File: config.mk
export PLATFORM = sky130hd
export DESIGN_NAME = i2cDisplayStub
export DESIGN_NICKNAME = d
export VERILOG_FILES = /design/src/rtl/i2cStubPkg.sv /design/src/rtl/i2cStubLineSync.sv /design/src/rtl/i2cStubCtrl.sv /design/src/rtl/i2cStubRegs.sv /design/src/rtl/i2cDisplayStub.sv
export SDC_FILE = /design/constraint.sdc
export NUM_CORES = 1
export LEC_CHECK = 0
export BUFFER_PORTS_ARGS = -buffer_cell sky130_fd_sc_hd__buf_2
export CORE_ASPECT_RATIO = 1.25
export CORE_MARGIN = 3
export CORE_UTILIZATION = 69
export CTS_BUF_LIST = sky130_fd_sc_hd__clkbuf_8
export DETAILED_ROUTE_END_ITERATION = 7
export GPL_TIMING_DRIVEN = 0
export PLACE_DENSITY_LB_ADDON = 0.3
export SLEW_MARGIN = 20
export SYNTH_ARGS = -nofsm -noshare
export SYNTH_HDL_FRONTEND = slang
export SYNTH_SLANG_ARGS = --single-unit
File: constraint.sdc
create_clock -name clk -period 3.5 [get_ports clk]
set_input_delay 0.7 -clock clk [delete_from_list [all_inputs] [get_ports clk]]
set_output_delay 0.7 -clock clk [all_outputs]
set_load 0.02 [all_outputs]
File: src/rtl/i2cStubPkg.sv
package i2cStubPkg;

  localparam int DATA_W = 8;
  localparam int ADDR_W = 7;

  // register locations the host software depends on
  localparam logic [DATA_W-1:0] REG_SYS_CTRL  = 8'h1A;
  localparam logic [DATA_W-1:0] REG_DEVICE_ID = 8'h1B;
  localparam logic [DATA_W-1:0] REG_IRQ_STAT  = 8'h3D;

  // canned read values
  localparam logic [DATA_W-1:0] DEVICE_ID_VAL = 8'hB0;
  localparam logic [DATA_W-1:0] PLUGGED_VAL   = 8'h04;
  localparam logic [DATA_W-1:0] HANDSHAKE_VAL = 8'h06;

  // system-control bit positions
  localparam int REQ_BIT   = 2;
  localparam int GRANT_BIT = 1;

  // strobes from the bus controller to the register datapath
  typedef struct packed {
    logic busStart;  // START or repeated START seen
    logic armPtr;    // matching write address: next byte is a pointer
    logic wrByte;    // a data byte has been received
    logic rdLoad;    // a read byte is being loaded for transmit
  } stubStrobeT;

endpackage

File: src/rtl/i2cStubLineSync.sv
module i2cStubLineSync #(
  parameter int STAGES = 2
) (
  input  logic clk,
  input  logic rstN,
  input  logic sclIn,
  input  logic sdaIn,
  output logic sclLvl,
  output logic sdaLvl,
  output logic sclRise,
  output logic sclFall,
  output logic startCond,
  output logic stopCond
);

  localparam int LAST = STAGES - 1;

  logic [LAST:0] sclPipe;
  logic [LAST:0] sdaPipe;
  logic          sclPrev;
  logic          sdaPrev;

  // idle bus is high, so the chain resets to ones
  always_ff @(posedge clk or negedge rstN) begin
    if (!rstN) begin
      sclPipe <= '1;
      sdaPipe <= '1;
      sclPrev <= 1'b1;
      sdaPrev <= 1'b1;
    end else begin
      sclPipe[0] <= sclIn;
      sdaPipe[0] <= sdaIn;
      for (int i = 1; i < STAGES; i++) begin
        sclPipe[i] <= sclPipe[i-1];
        sdaPipe[i] <= sdaPipe[i-1];
      end
      sclPrev <= sclPipe[LAST];
      sdaPrev <= sdaPipe[LAST];
    end
  end

  assign sclLvl    = sclPipe[LAST];
  assign sdaLvl    = sdaPipe[LAST];
  assign sclRise   = !sclPrev && sclLvl;
  assign sclFall   = sclPrev && !sclLvl;
  assign startCond = sclPrev && sclLvl && sdaPrev && !sdaLvl;
  assign stopCond  = sclPrev && sclLvl && !sdaPrev && sdaLvl;

endmodule

File: src/rtl/i2cStubCtrl.sv
module i2cStubCtrl
  import i2cStubPkg::*;
#(
  parameter logic [ADDR_W-1:0] TARGET_ADDR = 7'h39
) (
  input  logic              clk,
  input  logic              rstN,
  input  logic              sdaLvl,
  input  logic              sclRise,
  input  logic              sclFall,
  input  logic              startCond,
  input  logic              stopCond,
  input  logic [DATA_W-1:0] readData,
  output stubStrobeT        strobe,
  output logic [DATA_W-1:0] rxByte,
  output logic              sdaPullLow
);

  typedef enum logic [2:0] {
    ST_IDLE,
    ST_ADDR,
    ST_ADDR_ACK,
    ST_WDATA,
    ST_WDATA_ACK,
    ST_RDATA,
    ST_RDATA_ACK
  } busStateT;

  busStateT          state;
  logic [2:0]        bitCnt;
  logic [DATA_W-1:0] rxShift;
  logic [DATA_W-1:0] txShift;
  logic              fullByte;
  logic              addrHit;
  logic              rwBit;
  logic              hostAck;
  logic              pullLow;

  logic lastBitRise;
  logic addrMatch;

  assign lastBitRise = sclRise && (bitCnt == 3'd7);
  assign addrMatch   = (rxShift[ADDR_W-1:0] == TARGET_ADDR);
  assign rxByte      = {rxShift[DATA_W-2:0], sdaLvl};
  assign sdaPullLow  = pullLow;

  always_comb begin
    strobe          = '0;
    strobe.busStart = startCond;
    strobe.armPtr   = (state == ST_ADDR) && lastBitRise && addrMatch && !sdaLvl;
    strobe.wrByte   = (state == ST_WDATA) && lastBitRise;
    strobe.rdLoad   = sclFall && (((state == ST_ADDR_ACK) && rwBit) ||
                                  ((state == ST_RDATA_ACK) && hostAck));
  end

  always_ff @(posedge clk or negedge rstN) begin
    if (!rstN) begin
      state    <= ST_IDLE;
      bitCnt   <= '0;
      rxShift  <= '0;
      txShift  <= '0;
      fullByte <= 1'b0;
      addrHit  <= 1'b0;
      rwBit    <= 1'b0;
      hostAck  <= 1'b0;
      pullLow  <= 1'b0;
    end else if (startCond) begin
      state    <= ST_ADDR;
      bitCnt   <= '0;
      fullByte <= 1'b0;
      pullLow  <= 1'b0;
    end else if (stopCond) begin
      state    <= ST_IDLE;
      fullByte <= 1'b0;
      pullLow  <= 1'b0;
    end else begin
      unique case (state)
        ST_ADDR, ST_WDATA: begin
          if (sclRise) begin
            rxShift <= rxByte;
            bitCnt  <= bitCnt + 3'd1;
            if (bitCnt == 3'd7) begin
              fullByte <= 1'b1;
              if (state == ST_ADDR) begin
                addrHit <= addrMatch;
                rwBit   <= sdaLvl;
              end
            end
          end else if (sclFall && fullByte) begin
            fullByte <= 1'b0;
            bitCnt   <= '0;
            if (state == ST_WDATA) begin
              state   <= ST_WDATA_ACK;
              pullLow <= 1'b1;
            end else if (addrHit) begin
              state   <= ST_ADDR_ACK;
              pullLow <= 1'b1;
            end else begin
              state <= ST_IDLE;
            end
          end
        end
        ST_ADDR_ACK: begin
          if (sclFall) begin
            bitCnt <= '0;
            if (rwBit) begin
              state   <= ST_RDATA;
              txShift <= readData;
              pullLow <= !readData[DATA_W-1];
            end else begin
              state   <= ST_WDATA;
              pullLow <= 1'b0;
            end
          end
        end
        ST_WDATA_ACK: begin
          if (sclFall) begin
            state   <= ST_WDATA;
            pullLow <= 1'b0;
          end
        end
        ST_RDATA: begin
          if (sclFall) begin
            if (bitCnt == 3'd7) begin
              state   <= ST_RDATA_ACK;
              bitCnt  <= '0;
              pullLow <= 1'b0;
            end else begin
              bitCnt  <= bitCnt + 3'd1;
              txShift <= {txShift[DATA_W-2:0], 1'b0};
              pullLow <= !txShift[DATA_W-2];
            end
          end
        end
        ST_RDATA_ACK: begin
          if (sclRise) begin
            hostAck <= !sdaLvl;
          end else if (sclFall) begin
            if (hostAck) begin
              state   <= ST_RDATA;
              txShift <= readData;
              pullLow <= !readData[DATA_W-1];
            end else begin
              state <= ST_IDLE;
            end
          end
        end
        default: ;
      endcase
    end
  end

endmodule

File: src/rtl/i2cStubRegs.sv
module i2cStubRegs
  import i2cStubPkg::*;
(
  input  logic              clk,
  input  logic              rstN,
  input  stubStrobeT        strobe,
  input  logic [DATA_W-1:0] rxByte,
  output logic [DATA_W-1:0] readData,
  output logic [DATA_W-1:0] regPtr,
  output logic              ddcMode,
  output logic              ddcRequest
);

  logic ptrPending;

  always_ff @(posedge clk or negedge rstN) begin
    if (!rstN) begin
      regPtr     <= '0;
      ptrPending <= 1'b0;
      ddcMode    <= 1'b0;
      ddcRequest <= 1'b0;
    end else begin
      if (strobe.busStart) ptrPending <= 1'b0;
      if (strobe.armPtr)   ptrPending <= 1'b1;
      if (strobe.wrByte) begin
        if (ptrPending) begin
          regPtr     <= rxByte;
          ptrPending <= 1'b0;
        end else begin
          if (regPtr == REG_SYS_CTRL) begin
            if (rxByte[REQ_BIT]) begin
              ddcRequest <= 1'b1;
              if (rxByte[GRANT_BIT]) ddcMode <= 1'b1;
            end else begin
              ddcRequest <= 1'b0;
              ddcMode    <= 1'b0;
            end
          end
          regPtr <= regPtr + 1'b1;
        end
      end
      if (strobe.rdLoad) regPtr <= regPtr + 1'b1;
    end
  end

  always_comb begin
    unique case (regPtr)
      REG_SYS_CTRL:  readData = ddcRequest ? HANDSHAKE_VAL : '0;
      REG_DEVICE_ID: readData = DEVICE_ID_VAL;
      REG_IRQ_STAT:  readData = PLUGGED_VAL;
      default:       readData = '0;
    endcase
  end

endmodule

File: src/rtl/i2cDisplayStub.sv
module i2cDisplayStub
  import i2cStubPkg::*;
#(
  parameter logic [ADDR_W-1:0] TARGET_ADDR = 7'h39,
  parameter int                SYNC_STAGES = 2
) (
  input  logic clk,
  input  logic rstN,
  input  logic sclIn,
  input  logic sdaIn,
  output logic sdaPullLow,
  output logic ddcMode,
  output logic ddcRequest
);

  logic              sclLvl;
  logic              sdaLvl;
  logic              sclRise;
  logic              sclFall;
  logic              startCond;
  logic              stopCond;
  stubStrobeT        strobe;
  logic [DATA_W-1:0] rxByte;
  logic [DATA_W-1:0] readData;
  logic [DATA_W-1:0] regPtr;

  i2cStubLineSync #(.STAGES(SYNC_STAGES)) u_sync (
    .clk       (clk),
    .rstN      (rstN),
    .sclIn     (sclIn),
    .sdaIn     (sdaIn),
    .sclLvl    (sclLvl),
    .sdaLvl    (sdaLvl),
    .sclRise   (sclRise),
    .sclFall   (sclFall),
    .startCond (startCond),
    .stopCond  (stopCond)
  );

  i2cStubCtrl #(.TARGET_ADDR(TARGET_ADDR)) u_ctrl (
    .clk        (clk),
    .rstN       (rstN),
    .sdaLvl     (sdaLvl),
    .sclRise    (sclRise),
    .sclFall    (sclFall),
    .startCond  (startCond),
    .stopCond   (stopCond),
    .readData   (readData),
    .strobe     (strobe),
    .rxByte     (rxByte),
    .sdaPullLow (sdaPullLow)
  );

  i2cStubRegs u_regs (
    .clk        (clk),
    .rstN       (rstN),
    .strobe     (strobe),
    .rxByte     (rxByte),
    .readData   (readData),
    .regPtr     (regPtr),
    .ddcMode    (ddcMode),
    .ddcRequest (ddcRequest)
  );

endmodule

==> results of run 1 <==
-- worst min path at each step --
| stage | endpoint | slack, ns | depth (start not counted) |
|---|---|---|---|
| 2_1_floorplan | u_sync.sclPipe[1]$_DFF_PN1_ | 0.35 | 0 |
| 5_1_grt | u_sync.sclPipe[1]$_DFF_PN1_ | 0.36 | 0 |
| 3_5_place_dp | u_sync.sclPipe[1]$_DFF_PN1_ | 0.35 | 0 |
| 3_3_place_gp | u_sync.sdaPipe[1]$_DFF_PN1_ | 0.35 | 0 |
| 6_report | u_sync.sclPipe[1]$_DFF_PN1_ | 0.36 | 0 |
| 4_1_cts | u_sync.sclPipe[1]$_DFF_PN1_ | 0.36 | 0 |
-- worst reg2reg max path: cells and delay by family (launching register included) --
family / cells / cell delay (ns)
mux: 1 / 0.29
simple gates: 3 / 0.65
fa+ha+maj: 2 / 0.44
flops: 1 / 0.40
buf+inv: 2 / 0.26
-- per-layer routing --
layer	wire, um	vias up	track usage, %
met5	0	-	0
met4	302	0	16.3
met2	2760	85	48.4
li1	-	969	-
met1	2230	1003	36.7
met3	351	32	5.62
-- logic make-up after synthesis --
kind of cell               count (synthesis)  share of synthesized area [%]
AOI/OAI and AO/OA                         68                           19.0
muxes                                     22                           9.88
and+or+nand+nor                           85                           20.0
DFF                                       41                           41.2
adders and majority gates                  6                           2.99
buffers and inverters                     31                           6.54
xor gates and xnor gates                   1                          0.349
-- metrics by stage --
stage	cells	setup WS, ns	area, um^2	util, %
2_1_floorplan	254	1.51	2510	-
3_3_place_gp	297	1.38	2580	77.4
3_5_place_dp	297	1.36	2580	77.4
4_1_cts	305	1.35	2680	80.2
5_1_grt	305	1.28	2680	80.2
6_report	305	1.35	2680	80.2
-- cell usage in the layout, fill, tap and decap left out, drive strengths merged, types with 3 or more instances in the layout --
| master | instances |
|---|---|
| buf | 19 |
| a2bb2oi | 5 |
| a211oi | 3 |
| nand2b | 6 |
| nor4bb | 3 |
| nand4 | 5 |
| nand3 | 11 |
| o21bai | 3 |
| a31oi | 9 |
| dfstp | 6 |
| clkbuf | 9 |
| nor3 | 4 |
| and3b | 3 |
| mux2i | 9 |
| nor2b | 5 |
| nand2 | 15 |
| o22a | 3 |
| nor3b | 3 |
| a21o | 3 |
| nand3b | 5 |
| mux2 | 13 |
| nor2 | 13 |
| a21oi | 10 |
| and3 | 4 |
| inv | 16 |
| ha | 6 |
| dfrtp | 35 |
| o22ai | 5 |
| o21ai | 10 |
-- report_power, final --
| part | total, mW | switching, mW | internal [mW] |
|---|---|---|---|
| combinational | 0.114 | 0.0597 | 0.0540 |
| sequential | 0.559 | 0.0424 | 0.516 |
| clock | 0.334 | 0.189 | 0.145 |
-- layout make-up --
cell class	instances	area [um^2]
Buffer	17	111
Clock buffer	5	68.8
Clock inverter	3	25.0
Fill cell	223	661
Inverter	14	52.6
Multi-Input combinational cell	182	1310
Sequential cell	41	1030
Tap cell	37	46.3
Timing Repair Buffer	6	30.0
-- registers in the layout, indices dropped and copies added, names as in the netlist, 2 cells and up --
register / flops
u_ctrl.state: 3
u_ctrl.rxShift: 7
u_sync.sclPipe: 2
u_ctrl.bitCnt: 3
u_ctrl.txShift: 6
u_sync.sdaPipe: 2
u_regs.regPtr: 8
==> impl_metrics.yaml, run 1 <==
detailed_routing:
  drc: 0
  wirelength_um: 5650
  antenna_left: 0
  dr.first_iter.drc_count: 214
  routed_via_density: 6.85
  dr.pass1.iters: 4
  wl_per_cell_um: 18.5
  num_vias: 2089
cells_and_area:
  diodes: 0
  drive_gt1_share_pct: 19.0
  finalNetCount: 277
  syn2layout_area_growth_pct: 6.79
yosys:
  yosysTopAreaCell: "dfrtp_1"
  synth.yosys.seq_area_share_pct: 41.2
  yosys-top-cells-area: "dfrtp_1 35%, dfstp_2 6.3%, mux2i_1 3.6%, mux2_2 3.6%, ha_1 3.0%"
  ys.flop_type: "dfrtp_1"
  synth_most_common_cell: "dfrtp_1"
  netlist_area_um2: 2510
  yosys_warnings: 0
  async_flop_share_pct: 100
  ys_types: 59
  synth_edf_count: 0
  synth_top_area_share_pct: 34.9
  synth-seq-cells: 41
  synthCells: 254
  synth_area_per_cell_um2: 9.87
  yosys-top-cells-count: "35 x dfrtp_1, 15 x nand2_1, 14 x inv_1"
  syn-num-nets: 264
floorplanning:
  start_util_pct: 75.1
  fp.dieArea_um2: 4400
  io_pins: 7
  core_area_um2: 3340
  die_x_um: 59.9
  num_rows: 23
  die_h_um: 73.4
outcome:
  outcome: "complete, no violations"
clock_tree:
  postCtsSetupRepairBufs: 0
  cts_hold_buf: 0
  cts_tree: "done"
  htreeDepth: 2
  clockRootBuffer: "clkbuf_8"
  cts_resized: 0
  cts.sinks: 41
  numCtsBuffers: 5
  cts.clk_slew.worst_paths_ns: 0.09
  clkLatencyLatePin_ns: 0.31
  cts_max_path_buffers: 2
worst_setup_path:
  worstPathArrival_ns: 2.35
  reg2reg_depth: 8
  critical-path-top-delay-family: "simple AND/OR/NAND/NOR gates"
  slowest_stage: "dfrtp_1"
  crit_path_start: "u_ctrl.bitCnt[0]$_DFFE_PN0P_"
  crit_type: "register to register"
  r2r_slack_ns: 1.35
  required_ns: 3.69
  reg2reg_from: "u_ctrl.bitCnt[0]$_DFFE_PN0P_"
  cpPeakStageDelay_ns: 0.40
  cp.depth: 8
  worstSetupEndpointType: "register"
  crit_fanout: 9
  rr_endpoint: "u_regs.regPtr[1]$_DFFE_PN0P_"
  path_buf_inv: 2
  start_kind: "register"
  worstPathCellList: "ha_1, ha_1, and3b_1, and3_4, buf_6, or2_1, buf_6, mux2_4"
  cp-endpoint: "u_regs.regPtr[1]$_DFFE_PN0P_"
grt:
  grt_pass1_wl_um: 9800
  grt_overflow_total: 0
  grt_usage_pct: 29.8
  antenna_found_initial: 0
  grt_pass1_vias: 2095
  grt_max_degree: 42
worst_hold_path:
  hold_start: "u_sync.sclPipe[0]$_DFF_PN1_"
  hold_class: "register to register"
pwr:
  power_mw: 1.01
  ir_drop_mv: 0.391
  powerDensity_nw_per_um2: 376
  power_leakage_nw: 1.18
sta:
  max_clock_freq_mhz: 464
  max_slew_margin_pct: 41.2
  skew_ns: 0.00482
  finalSetupViolCount: 0
  final_hold_viol_count: 0
  rsz0062_at_grt: "false"
  tightest_slew_ns: 0.882
  finalCritPeriodShare_pct: 61.5
  final_max_slew_viol_count: 0
  fin_crit_ns: 2.15
  holdWs_ns: 0.363
  fin_setup_tns_ns: 0
place:
  portBuffers: 6
  dp_hpwl_um: 3900
  place_congestion: 0.952
job:
  drv_cap: 0
Note: power is estimated with default switching activity, not from simulation.
==> inputs of run 2 (changes only) <==
Settings changed: ABC_AREA set to 1, CORE_UTILIZATION 69 to 64.
Clock period 3.5 ns to 2 ns, I/O delays scaled along.
==> run 2 against run 1 <==
Combinational power increased by 8%. Core utilization decreased by 6.1 points. Global-route usage is 4.5 points lower. Synthesized cell count rose by 28%. First-iteration DRC count decreased by 28%. Worst hold slack worse by 0.16 ns. Critical path depth rose by 1. Non-clock buffer count is 11 lower. Power increased by 79%. Clock-buffer cell count unchanged. Largest cell class unchanged. Highest routed layer unchanged.
==> impl_metrics.yaml, run 2 <==
detailed_routing:
  dr.pass1.iters: 5
  num_vias: 2162
  dr.first_iter.drc_count: 154
  drc: 0
  antenna_left: 0
  wl_per_cell_um: 13.5
  wirelength_um: 5110
  routed_via_density: 5.72
clock_tree:
  htreeDepth: 2
  numCtsBuffers: 5
  cts_resized: 0
  cts.sinks: 41
  cts_hold_buf: 0
  cts.clk_slew.worst_paths_ns: 0.09
  cts_max_path_buffers: 2
  cts_tree: "done"
  postCtsSetupRepairBufs: 0
  clockRootBuffer: "clkbuf_8"
  clkLatencyLatePin_ns: 0.30
worst_setup_path:
  crit_path_frequent_cell: "ha_1"
  required_ns: 2.17
  crit_fanout: 10
  cp.depth: 9
  worstPathArrival_ns: 1.87
  worstSetupEndpointType: "register"
  start_kind: "register"
  worstPathCellList: "ha_1, ha_1, inv_1, nor2_1, nand2_1, nand2_2, buf_6, nand3_1, o21ai_0"
  path_buf_inv: 2
  critical-path-top-delay-family: "adder cells"
  slowest_stage: "dfrtp_1"
  reg2reg_depth: 9
  r2r_slack_ns: 0.30
  crit_type: "register to register"
  cpPeakStageDelay_ns: 0.41
yosys:
  ys.flop_type: "dfrtp_1"
  yosys-top-cells-count: "102 x nand2_1, 40 x nand3_1, 35 x dfrtp_1, 35 x inv_1, 30 x nor2_1"
  netlist_area_um2: 2440
  synthCells: 325
  syn-num-nets: 335
  ys_types: 33
  synth.yosys.seq_area_share_pct: 42.4
  async_flop_share_pct: 100
  synth_top_area_share_pct: 36.0
  yosys_warnings: 0
  synth_most_common_cell: "nand2_1"
  synth_edf_count: 0
  yosysTopAreaCell: "dfrtp_1"
  synth_area_per_cell_um2: 7.50
  synth-seq-cells: 41
  yosys-top-cells-area: "dfrtp_1 36%, nand2_1 16%, nand3_1 8.2%, dfstp_2 6.5%, inv_1 5.4%"
pwr:
  ir_drop_mv: 0.590
  internal-power_mw: 1.39
  powerDensity_nw_per_um2: 680
  power_leakage_nw: 1.33
  power_frac_seq_pct: 49.2
  switching_power_mw: 0.409
  power_frac_comb_pct: 6.8
  clock_power_share_pct: 44.0
  swShare_pct: 22.7
cells_and_area:
  finalNetCount: 348
  top_regs: "u_regs.regPtr x8, u_ctrl.rxShift x7, u_ctrl.txShift x6"
  largest_reg_flops: 8
  nFillCells: 258
  diodes: 0
  drive_gt1_share_pct: 13.0
  syn2layout_area_growth_pct: 8.73
  final_cell_mix: "102 x nand2_1, 40 x nand3_1, 35 x inv_1, 35 x dfrtp_1, 30 x nor2_1"
  final_common_cell: "nand2_1"
  top_register: "u_regs.regPtr"
sta:
  finalCritPeriodShare_pct: 84.9
  skew_ns: 0.0104
  max_clock_freq_mhz: 589
  tightest_slew_ns: 0.885
  fin_crit_ns: 1.70
  final_max_slew_viol_count: 0
  fin_setup_tns_ns: 0
  finalSetupViolCount: 0
  max_slew_margin_pct: 41.0
  finalWorstSetupSlack_ns: 0.302
  rsz0062_at_grt: "false"
  final_hold_viol_count: 0
grt:
  grt_max_degree: 42
  grt_pass1_wl_um: 8540
  grt_pass1_vias: 1931
  grt_usage_pct: 25.3
  antenna_found_initial: 0
  grt-busiest-layer: "met2"
  met1_usage_pct: 32.1
  grt.met2_usage_pct: 41.4
  grt_overflow_total: 0
  met3_usage_pct: 5.32
floorplanning:
  die_h_um: 75.0
  num_rows: 24
  start_util_pct: 68.2
  core_area_um2: 3570
  io_pins: 7
  die_x_um: 61.2
  fp.dieArea_um2: 4590
outcome:
  outcome: "complete, no violations"
place:
  dp_hpwl_um: 3630
  dpl_worst_slack_ns: 0.338
  portBuffers: 6
  place_congestion: 0.911
worst_hold_path:
  hold_path_depth: 1
  hold_class: "input port to register"
job:
  drv_cap: 0
==> run 2: changes by cell type in the layout (fill, tap and decap cells not counted), sizes merged, moves of 5 or more <==
cell | before | now
nor2b | 5 | 0
nand2 | 15 | 106
inv | 16 | 39
mux2 | 13 | 1
nor2 | 13 | 34
o22ai | 5 | 0
mux2i | 9 | 0
o21ai | 10 | 25
buf | 19 | 12
a31oi | 9 | 0
nand3 | 11 | 42
nand2b | 6 | 0
a2bb2oi | 5 | 0
==> run 2: path summary, 6_finish.rpt <==
check,start,end
setup / recovery,u_ctrl.bitCnt[0]$_DFFE_PN0P_,u_regs.regPtr[5]$_DFFE_PN0P_
hold / removal,sdaIn,u_sync.sdaPipe[0]$_DFF_PN1_
setup reg to reg,u_ctrl.bitCnt[0]$_DFFE_PN0P_,u_regs.regPtr[5]$_DFFE_PN0P_
hold reg to reg,u_sync.sclPipe[0]$_DFF_PN1_,u_sync.sclPipe[1]$_DFF_PN1_
max in group asynchronous,rstN,u_ctrl.txShift[2]$_DFFE_PN0P_
min in group asynchronous,rstN,u_ctrl.state[0]$_DFFE_PN0P_
==> run 2: power groups by stage <==
stage	combinational [mW]	clock (mW)	sequential, mW
after global routing	0.140	0.840	0.890
final	0.123	0.792	0.886
after floorplan	0.0733	0	0.900
after CTS	0.124	0.798	0.886
after global placement	0.119	0	0.899
after detailed placement	0.122	0	0.901
==> run 2: routing by layer <==
layer	vias to the layer above	routed length (um)
li1	1064	-
met1	1013	2220
met2	76	2530
met3	9	262
met4	0	99
met5	-	0
==> run 2: cell families after synthesis <==
kind of cell | share of synthesized area, %
simple gates | 35.4
buf+inv | 8.42
flops | 42.4
compound gates | 8.73
fa+ha+maj | 3.08
xor+xnor | 1.44
mux | 0.462
==> run 2: cell type report <==
type	instances	area (um^2)	share of cell area (%)
multi-input combinational	239	1200	45.2
sequential	41	1030	39.0
inverter	39	151	5.72
clock buffer	5	68.8	2.60
clock inverter	3	65.1	2.46
buffer	6	53.8	2.03
tap	39	48.8	1.84
timing repair buffer	6	30.0	1.13
==> run 2: through the flow <==
| step | std cells | power (mW) | utilization [%] | instance area, um^2 | hold WS, ns |
|---|---|---|---|---|---|
| global route | 378 | 1.87 | 74.1 | 2650 | 0.181 |
| floorplan | 325 | 0.973 | - | 2440 | 0.104 |
| detailed placement | 370 | 1.02 | 70.4 | 2510 | 0.347 |
| CTS | 378 | 1.81 | 74.1 | 2650 | 0.190 |
| finish | 378 | 1.80 | 74.1 | 2650 | 0.199 |
| global placement | 370 | 1.02 | 70.4 | 2510 | 0.346 |
==> inputs of run 3 (changes only) <==
Settings changed: CORE_UTILIZATION 64 to 58.
Clock period 2 ns to 1.5 ns, I/O delays scaled along.
==> run 3 against run 2 <==
The flow now finishes with violations (setup timing). Design area is 11% higher. Sequential share of layout area is 3.9 points lower. Non-clock buffer count is 15 higher. Combinational power is 67% higher. Highest routed layer unchanged.
==> impl_metrics.yaml, run 3 (same netlist as run 2, synthesis figures left out) <==
grt:
  antenna_found_initial: 0
  grt_overflow_total: 0
  grt_pass1_wl_um: 9040
  grt_pass1_vias: 2074
  grt_max_degree: 42
  grt_usage_pct: 22.8
cells_and_area:
  largest_reg_flops: 8
  final_cell_mix: "89 x nand2_1, 34 x dfrtp_1, 29 x inv_1, 29 x nand3_1, 23 x nor2_1"
  top_regs: "u_regs.regPtr x8, u_ctrl.rxShift x7, u_ctrl.txShift x6"
  top_register: "u_regs.regPtr"
  syn2layout_area_growth_pct: 20.9
  final_common_cell: "nand2_1"
  diodes: 0
  finalNetCount: 364
  drive_gt1_share_pct: 29.9
sta:
  tightest_slew_ns: 0.909
  max_slew_margin_pct: 39.4
  finalWorstSetupSlack_ns: -0.0702
  max_clock_freq_mhz: 637
  rsz0062_at_grt: "true"
  fin_setup_tns_ns: -0.397
  skew_ns: 0.00802
  final_max_slew_viol_count: 0
  finalSetupViolCount: 15
  final_hold_viol_count: 0
  fin_crit_ns: 1.57
  finalCritPeriodShare_pct: 105
pwr:
  power_frac_comb_pct: 10.0
  swShare_pct: 25.9
  clock_power_share_pct: 32.6
  switching_power_mw: 0.533
  powerDensity_nw_per_um2: 698
  internal-power_mw: 1.52
  power_mw: 2.06
  ir_drop_mv: 0.793
  power_frac_seq_pct: 57.4
  power_leakage_nw: 1.40
floorplanning:
  start_util_pct: 62.3
  fp.dieArea_um2: 5020
  core_area_um2: 3910
  die_x_um: 64.0
  io_pins: 7
  die_h_um: 78.5
  num_rows: 25
detailed_routing:
  dr.first_iter.drc_count: 198
  dr.pass1.iters: 6
  wirelength_um: 5970
  drc: 0
  num_vias: 2299
  antenna_left: 0
  wl_per_cell_um: 14.6
  routed_via_density: 5.63
worst_setup_path:
  required_ns: 1.73
  rr_endpoint: "u_ctrl.state[1]$_DFFE_PN0P_"
  worstSetupEndpointType: "register"
  start_kind: "register"
  crit_path_start: "u_sync.sclPrev$_DFF_PN1_"
  cp-endpoint: "u_ctrl.state[1]$_DFFE_PN0P_"
  reg2reg_from: "u_sync.sclPrev$_DFF_PN1_"
  crit_fanout: 6
  crit_type: "register to register"
  r2r_slack_ns: -0.07
  reg2reg_depth: 9
  worstPathArrival_ns: 1.80
clock_tree:
  clockRootBuffer: "clkbuf_8"
  clkLatencyLatePin_ns: 0.29
  cts.clk_slew.worst_paths_ns: 0.08
  cts_max_path_buffers: 2
  htreeDepth: 2
  numCtsBuffers: 5
  cts.sinks: 41
  cts_hold_buf: 0
  cts_tree: "done"
worst_hold_path:
  hold_class: "input port to register"
place:
  dp_hpwl_um: 3700
  portBuffers: 6
  place_congestion: 0.905
outcome:
  violations: "setup timing"
  outcome: "complete, but fails checks"
job:
  drv_cap: 0
-- run 3: changes by cell type in the layout (fill, tap and decap cells not counted), sizes merged --
cell / change
buf: +15
inv: +1
nand2: +1
bufinv: -2
-- run 3: critical path, stage by stage, from the launching register on --
cell and delay [ns]:
dfstp_2 0.61, nand2_2 0.14, buf_4 0.17, nand3_1 0.09, nand2_1 0.07, nand2_2 0.08, nand2_1 0.06, nor2_2 0.13
nand3_1 0.09, nand2_1 0.07
-- run 3: metrics by stage --
step | hold slack (ns) | util [%] | worst slack [ns] | std cells | instance area [um^2]
after floorplan | 0.00441 | - | 0.0208 | 325 | 2440
after global placement | 0.346 | 64.8 | -0.121 | 385 | 2530
after detailed placement | 0.347 | 64.8 | -0.151 | 385 | 2530
after CTS | 0.103 | 69.2 | -0.00573 | 397 | 2710
after global routing | 0.100 | 75.3 | -0.143 | 408 | 2950
final | 0.110 | 75.3 | -0.0702 | 408 | 2950
-- run 3: metal layers --
metal,GRT usage [%],vias to the layer above,wire [um]
li1,-,1106,-
met1,27.5,1089,2510
met2,40.1,77,2960
met3,4.15,27,249
met4,7.99,0,248
met5,0,-,0
-- run 3: what timing repair did --
action                                 CTS  global route
setup endpoints to repair               22            33
setup buffers                            5             8
endpoints found under the hold margin    0             0
pin swaps                                7            19
gates cloned                             0             3
resized for setup                       19            55
-- run 3: power by group through the flow --
stage	sequential, mW	clock (mW)	combinational, mW
2_1_floorplan	1.20	0	0.0978
4_1_cts	1.18	0.682	0.176
3_5_place_dp	1.20	0	0.162
6_report	1.18	0.670	0.206
3_3_place_gp	1.20	0	0.159
5_1_grt	1.19	0.726	0.230
-- run 3: how the worst min path moves through the flow --
stage | from | to | slack [ns] | cells after the start
CTS | sdaIn | u_sync.sdaPipe[0]$_DFF_PN1_ | 0.10 | 1
global route | sdaIn | u_sync.sdaPipe[0]$_DFF_PN1_ | 0.10 | 1
floorplan | rstN | u_ctrl.addrHit$_DFFE_PN0P_ | 0.004 | 0
detailed placement | u_sync.sdaPipe[0]$_DFF_PN1_ | u_sync.sdaPipe[1]$_DFF_PN1_ | 0.35 | 0
global placement | u_sync.sdaPipe[0]$_DFF_PN1_ | u_sync.sdaPipe[1]$_DFF_PN1_ | 0.35 | 0
finish | sdaIn | u_sync.sdaPipe[0]$_DFF_PN1_ | 0.11 | 1
-- run 3: final cells by class --
type                            count  area, um^2
Clock buffer                        5        68.8
Multi-Input combinational cell    240        1400
Buffer                              6        56.3
Inverter                           39         156
Clock inverter                      2        8.76
Sequential cell                    41        1030
Fill cell                         265         965
Timing Repair Buffer               21         155
Tap cell                           54        67.6
